[src/rtl/pm_fetch_pkg.sv]
package pm_fetch_pkg;
  typedef enum logic [1:0] {
    FORM_R0      = 2'd0,
    FORM_REG     = 2'd1,
    FORM_REG_INC = 2'd2,
    FORM_RSVD    = 2'd3
  } form_e;

  typedef enum logic [1:0] {
    ST_IDLE  = 2'd0,
    ST_LATCH = 2'd1,
    ST_READ  = 2'd2,
    ST_DONE  = 2'd3
  } state_e;
endpackage

[src/rtl/pm_fetch_ctrl.sv]
module pm_fetch_ctrl
  import pm_fetch_pkg::*;
(
  input  logic clk_i,
  input  logic rst_ni,
  input  logic start_i,
  output logic accept_o,
  output logic rom_en_o,
  output logic capture_o,
  output logic done_o
);
  state_e state_q, state_d;

  assign accept_o = start_i && (state_q == ST_IDLE);

  always_comb begin
    state_d = state_q;
    unique case (state_q)
      ST_IDLE:  if (start_i) state_d = ST_LATCH;
      ST_LATCH: state_d = ST_READ;
      ST_READ:  state_d = ST_DONE;
      ST_DONE:  state_d = ST_IDLE;
      default:  state_d = ST_IDLE;
    endcase
  end

  always_ff @(posedge clk_i or negedge rst_ni) begin
    if (!rst_ni) state_q <= ST_IDLE;
    else         state_q <= state_d;
  end

  assign rom_en_o  = (state_q == ST_LATCH);
  assign capture_o = (state_q == ST_READ);
  assign done_o    = (state_q == ST_DONE);

  AST_BUSY_IGNORE: assert property (@(posedge clk_i) disable iff (!rst_ni)
    (state_q != ST_IDLE) |=> (state_q != ST_LATCH));
  AST_DONE_PULSE: assert property (@(posedge clk_i) disable iff (!rst_ni)
    done_o |=> !done_o);
endmodule

[src/rtl/pm_addr_split.sv]
module pm_addr_split
  import pm_fetch_pkg::*;
#(
  parameter int ZW = 16,
  parameter int RW = 5
) (
  input  logic          clk_i,
  input  logic          rst_ni,
  input  logic          accept_i,
  input  logic [1:0]    form_i,
  input  logic [RW-1:0] dest_i,
  input  logic [ZW-1:0] ptr_i,
  output logic [ZW-2:0] word_o,
  output logic          lane_o,
  output logic [ZW-1:0] ptr_o,
  output logic          inc_o,
  output logic [RW-1:0] dest_o
);
  form_e          form;
  logic [RW-1:0]  dest_res;

  assign form     = form_e'(form_i);
  // implied form forces register 0
  assign dest_res = (form == FORM_R0) ? '0 : dest_i;

  always_ff @(posedge clk_i or negedge rst_ni) begin
    if (!rst_ni) begin
      word_o <= '0;
      lane_o <= 1'b0;
      ptr_o  <= '0;
      inc_o  <= 1'b0;
      dest_o <= '0;
    end else if (accept_i) begin
      word_o <= ptr_i[ZW-1:1];
      lane_o <= ptr_i[0];
      ptr_o  <= ptr_i;
      inc_o  <= (form == FORM_REG_INC);
      dest_o <= dest_res;
    end
  end
endmodule

[src/rtl/pm_byte_pick.sv]
module pm_byte_pick #(
  parameter int ZW = 16,
  parameter int BW = 8,
  parameter int RW = 5
) (
  input  logic            clk_i,
  input  logic            rst_ni,
  input  logic            capture_i,
  input  logic            lane_i,
  input  logic [2*BW-1:0] rdata_i,
  input  logic [ZW-1:0]   ptr_i,
  input  logic            inc_i,
  input  logic [RW-1:0]   dest_i,
  output logic [BW-1:0]   data_o,
  output logic [ZW-1:0]   ptr_o,
  output logic [RW-1:0]   dest_o
);
  logic [BW-1:0] lane_byte;
  logic [ZW-1:0] ptr_next;

  assign lane_byte = lane_i ? rdata_i[2*BW-1:BW] : rdata_i[BW-1:0];
  // natural wrap at the top of the pointer range
  assign ptr_next  = inc_i ? ptr_i + ZW'(1) : ptr_i;

  always_ff @(posedge clk_i or negedge rst_ni) begin
    if (!rst_ni) begin
      data_o <= '0;
      ptr_o  <= '0;
      dest_o <= '0;
    end else if (capture_i) begin
      data_o <= lane_byte;
      ptr_o  <= ptr_next;
      dest_o <= dest_i;
    end
  end
endmodule

[src/rtl/pm_byte_fetch.sv]
module pm_byte_fetch
  import pm_fetch_pkg::*;
#(
  parameter int ZW = 16,
  parameter int BW = 8,
  parameter int RW = 5
) (
  input  logic            clk_i,
  input  logic            rst_ni,
  input  logic            start_i,
  input  logic [1:0]      form_i,
  input  logic [RW-1:0]   dest_i,
  input  logic [ZW-1:0]   ptr_i,
  output logic            rom_en_o,
  output logic [ZW-2:0]   rom_addr_o,
  input  logic [2*BW-1:0] rom_rdata_i,
  output logic [BW-1:0]   data_o,
  output logic [RW-1:0]   dest_o,
  output logic [ZW-1:0]   ptr_o,
  output logic            done_o
);
  typedef logic [ZW-1:0] ptr_t;

  logic          accept, capture, lane_q, inc_q;
  logic [ZW-1:0] ptr_q;
  logic [RW-1:0] dest_q;

  pm_fetch_ctrl i_ctrl (
    .clk_i     (clk_i),
    .rst_ni    (rst_ni),
    .start_i   (start_i),
    .accept_o  (accept),
    .rom_en_o  (rom_en_o),
    .capture_o (capture),
    .done_o    (done_o)
  );

  pm_addr_split #(.ZW(ZW), .RW(RW)) i_split (
    .clk_i    (clk_i),
    .rst_ni   (rst_ni),
    .accept_i (accept),
    .form_i   (form_i),
    .dest_i   (dest_i),
    .ptr_i    (ptr_i),
    .word_o   (rom_addr_o),
    .lane_o   (lane_q),
    .ptr_o    (ptr_q),
    .inc_o    (inc_q),
    .dest_o   (dest_q)
  );

  pm_byte_pick #(.ZW(ZW), .BW(BW), .RW(RW)) i_pick (
    .clk_i     (clk_i),
    .rst_ni    (rst_ni),
    .capture_i (capture),
    .lane_i    (lane_q),
    .rdata_i   (rom_rdata_i),
    .ptr_i     (ptr_q),
    .inc_i     (inc_q),
    .dest_i    (dest_q),
    .data_o    (data_o),
    .ptr_o     (ptr_o),
    .dest_o    (dest_o)
  );

  AST_ROM_ADDR: assert property (@(posedge clk_i) disable iff (!rst_ni)
    rom_en_o |-> (rom_addr_o == $past(ptr_i[ZW-1:1])));
  AST_DONE_LATENCY: assert property (@(posedge clk_i) disable iff (!rst_ni)
    done_o |-> $past(start_i, 3));
  AST_PTR_INC: assert property (@(posedge clk_i) disable iff (!rst_ni)
    (done_o && form_e'($past(form_i, 3)) == FORM_REG_INC)
      |-> (ptr_o == ptr_t'($past(ptr_i, 3) + ptr_t'(1))));
  AST_PTR_KEEP: assert property (@(posedge clk_i) disable iff (!rst_ni)
    (done_o && form_e'($past(form_i, 3)) != FORM_REG_INC)
      |-> (ptr_o == $past(ptr_i, 3)));
  AST_IMPLIED_DEST: assert property (@(posedge clk_i) disable iff (!rst_ni)
    (done_o && form_e'($past(form_i, 3)) == FORM_R0) |-> (dest_o == '0));
  AST_HOLD: assert property (@(posedge clk_i) disable iff (!rst_ni)
    (!done_o && !$past(capture)) |-> $stable(data_o));
endmodule

[config.mk]
export PLATFORM = sky130hd
export DESIGN_NAME = pm_byte_fetch
export DESIGN_NICKNAME = d
export VERILOG_FILES = /design/src/rtl/pm_fetch_pkg.sv /design/src/rtl/pm_fetch_ctrl.sv /design/src/rtl/pm_addr_split.sv /design/src/rtl/pm_byte_pick.sv /design/src/rtl/pm_byte_fetch.sv
export SDC_FILE = /design/constraint.sdc
export NUM_CORES = 1
export LEC_CHECK = 0
export BUFFER_PORTS_ARGS = -buffer_cell sky130_fd_sc_hd__buf_2
export CORE_MARGIN = 2
export CORE_UTILIZATION = 51
export CTS_BUF_LIST = sky130_fd_sc_hd__clkbuf_2 sky130_fd_sc_hd__clkbuf_4 sky130_fd_sc_hd__clkbuf_8
export CTS_CLUSTER_SIZE = 40
export DETAILED_ROUTE_END_ITERATION = 8
export MAX_ROUTING_LAYER = met4
export PLACE_DENSITY = 0.93
export SETUP_SLACK_MARGIN = 0.3
export SYNTH_ARGS = -nofsm -noshare
export SYNTH_HDL_FRONTEND = slang
export SYNTH_SLANG_ARGS = --single-unit
[constraint.sdc]
create_clock -name clk_i -period 2 [get_ports clk_i]
set_input_delay 0.3 -clock clk_i [delete_from_list [all_inputs] [get_ports clk_i]]
set_output_delay 0.3 -clock clk_i [all_outputs]
set_load 0.02 [all_outputs]
==> run metrics <==
die area=5300 sq um; Post-synth EDFFs=0; placed inst area=2940 sq um; Ports=88; cell with the most instances after synthesis=dfrtp_1; WP data required=2180 ps; setup_tns=0 ps; gp weighted congestion=0.809; Pint=2.99 mW; Yosys warnings=0; Syn Nets=257; reg-to-reg endpoint=i_pick.ptr_o[13]; Achievable Freq=626 MHz; GRT Util Overall=21.6%; Overflow after GRT=0; Crit Path Max Fanout=7; Pwr Density=1730 nW/um^2; Comb pwr share=49.6%; Worst-Margin Slew=445 ps; Die H=72.8 microns; Avg WL per Cell=14.8 microns; count of H-tree levels built during CTS=2; Reg2Reg Depth=4; initial antenna violation count=0; vias in the first global route=1856; Min Clock Period, post-route=1600 ps; dominant cells by area after synthesis=dfrtp_1, mux2_2, a21oi_1, mux2i_1, nor2_1; switching share of power=43.6%; Pleak=1.47 nW; Worst Min Path Start=dest_i[1]; maximum VDD drop=0.746 mV; post-route cell area=3070 sq um; Layout Skew=11.0 ps; vias per cell=5.30; share of the synthesized area in the top cell type=54.9%; clk_lat worst skew=300 ps; total core area=4630 sq um; Slew HR=70.3%; Worst R2R Start=i_split.ptr_o[2]; Rows=25; layout cell share with drive strength beyond 1=44.7%; Gate Count Post-Synth=209; CTS buffer count=5; sequential power share=38.9%; worst setup path end=i_pick.ptr_o[13]; R2R Setup Slk=400 ps; RSZ-0062 raised after global routing=false; Sink Count=53; CP Launch Point=i_split.ptr_o[2]; CTS tree=done; port bufs=87; asr flop ratio synth=100%; # DRC=0; clk slew on worst S/H paths=90 ps; Hold Vio Cnt, Final=0; Cell Area, Synth=2410 sq um; Slew Viols, Final=0; global-route wire length before repair=8540 microns; cell accounting for the most synthesized area=dfrtp_1; Setup crit end kind=flip-flop; max-cap violations=0; Setup Fix Bufs, Post-CTS=0; ys flop type=dfrtp_1; WHS=217 ps; WL final=5250 microns; fin crit share=79.8%; post-synth cell types=30; sequential share of the synthesized area=54.9%; detailed placer's ending HPWL=3960 microns; Ant. Diodes=0; total net switching power=2.32 mW; die width=72.8 microns; synth-to-layout area growth=27.2%; Clock Power Share=11.6%; largest net degree at the start of global routing=36; Total Nets Final=349; outcome=finished, final reports clean; Iter 0 DRT Violations=89; drt pass-1 iters=6; Bufs on Longest Clock Path=2; initial core utilization=52.2%; Hold WC Path Type=input port to flip-flop; Root Buffer=clkbuf_8; ANT nets after route=0; routed vias=1888; Avg Inst Size Synth=11.6 sq um; Setup Viol. Count Final=0; Startpoint Class=flip-flop; FILL cells=379; #FFs+latches synth=53; WS Path Type=flip-flop to flip-flop; Commonest cells post-synth=dfrtp_1, nor2_1, a21oi_1; Critical Path AT=1780 ps
[sequential cells by signal, summed over array words and instances, names as in the netlist]
register,count
i_split.ptr_o,16
i_ctrl.state_q,2
i_pick.data_o,8
i_pick.dest_o,5
i_pick.ptr_o,16
i_split.dest_o,5
i_split.inc_o,1
[power by group through the flow]
stage / clock network, mW / logic [mW] / registers (mW)
after CTS: 0.631 / 2.64 / 2.06
after global placement: 0 / 2.53 / 2.05
after detailed placement: 0 / 2.63 / 2.08
after floorplan: 0 / 1.27 / 2.55
final: 0.616 / 2.63 / 2.06
after global routing: 0.678 / 2.89 / 2.15
[routing by layer]
metal  GRT usage (%)  wire, microns
met5               -              0
met4            8.64             96
met3            3.59            255
met2            37.3           2690
met1            25.1           2210
[area by class of cell]
class	count	area, sq um	share of cell area [%]
Clock buffer	8	91.3	2.97
Sequential cell	53	1330	43.2
Multi-Input combinational cell	140	1050	34.2
Tap cell	54	67.6	2.20
Timing Repair Buffer	95	510	16.6
Inverter	6	22.5	0.733
[how the worst min path moves through the flow]
stage               depth (start not counted)           endpoint  slack, ps
floorplan                                   0  i_ctrl.state_q[0]          4
CTS                                         2  i_split.dest_o[2]        210
global placement                            1    i_pick.ptr_o[4]        260
detailed placement                          1    i_pick.ptr_o[3]        270
finish                                      2  i_split.dest_o[1]        220
global route                                2  i_split.dest_o[2]        210
[metrics by stage]
step | setup slack (ps) | utilization (%) | std cells | total power, mW
2_1_floorplan | 384 | - | 209 | 3.82
3_3_place_gp | 443 | 63.6 | 347 | 4.58
3_5_place_dp | 413 | 63.6 | 347 | 4.71
4_1_cts | 393 | 65.8 | 356 | 5.33
5_1_grt | 312 | 66.3 | 356 | 5.72
6_report | 404 | 66.3 | 356 | 5.31
[cells by family after synthesis]
logic type,after synthesis,share of synthesized area [%]
AND/OR/NAND/NOR,57,12.4
XOR/XNOR,12,4.35
buffers and inverters,16,2.69
AO/OA/AOI/OAI,33,8.08
flip-flops,53,54.9
adder cells (fa/ha/maj),6,3.11
multiplexers,32,14.4
[critical path, cell delays in order, from the launching register on]
cell     delay (ps)
dfrtp_1         490
nand3_2         180
nor4_4          400
mux2i_1         130
a211o_1         280
[layout by cell type, fill, tap and decap left out]
cell type,instances
a211o_1,2
a21oi_1,24
a22o_1,5
and4_2,1
and4b_2,1
buf_12,1
buf_2,87
buf_4,6
clkbuf_4,3
clkbuf_8,5
dfrtp_1,52
dfrtp_2,1
dlygate4sd3_1,1
ha_1,5
ha_4,1
inv_1,6
mux2_2,22
mux2i_1,10
nand2_1,9
nand2b_1,1
nand3_1,3
nand3_2,3
nand3b_1,1
nand4_1,3
nand4b_1,1
nor2_1,25
nor2_2,1
nor2b_1,1
nor3_1,3
nor4_1,1
nor4_2,2
nor4_4,1
o21ai_0,1
o221ai_1,1
xnor2_1,9
xor2_1,3
[what timing repair did]
| item | CTS | global route |
|---|---|---|
| gates resized for setup | 0 | 5 |
| setup endpoints to repair | 0 | 15 |
| hold buffers | 1 | 0 |
| endpoints found under the hold margin | 18 | 0 |
Power figures use the tool's default switching activity.
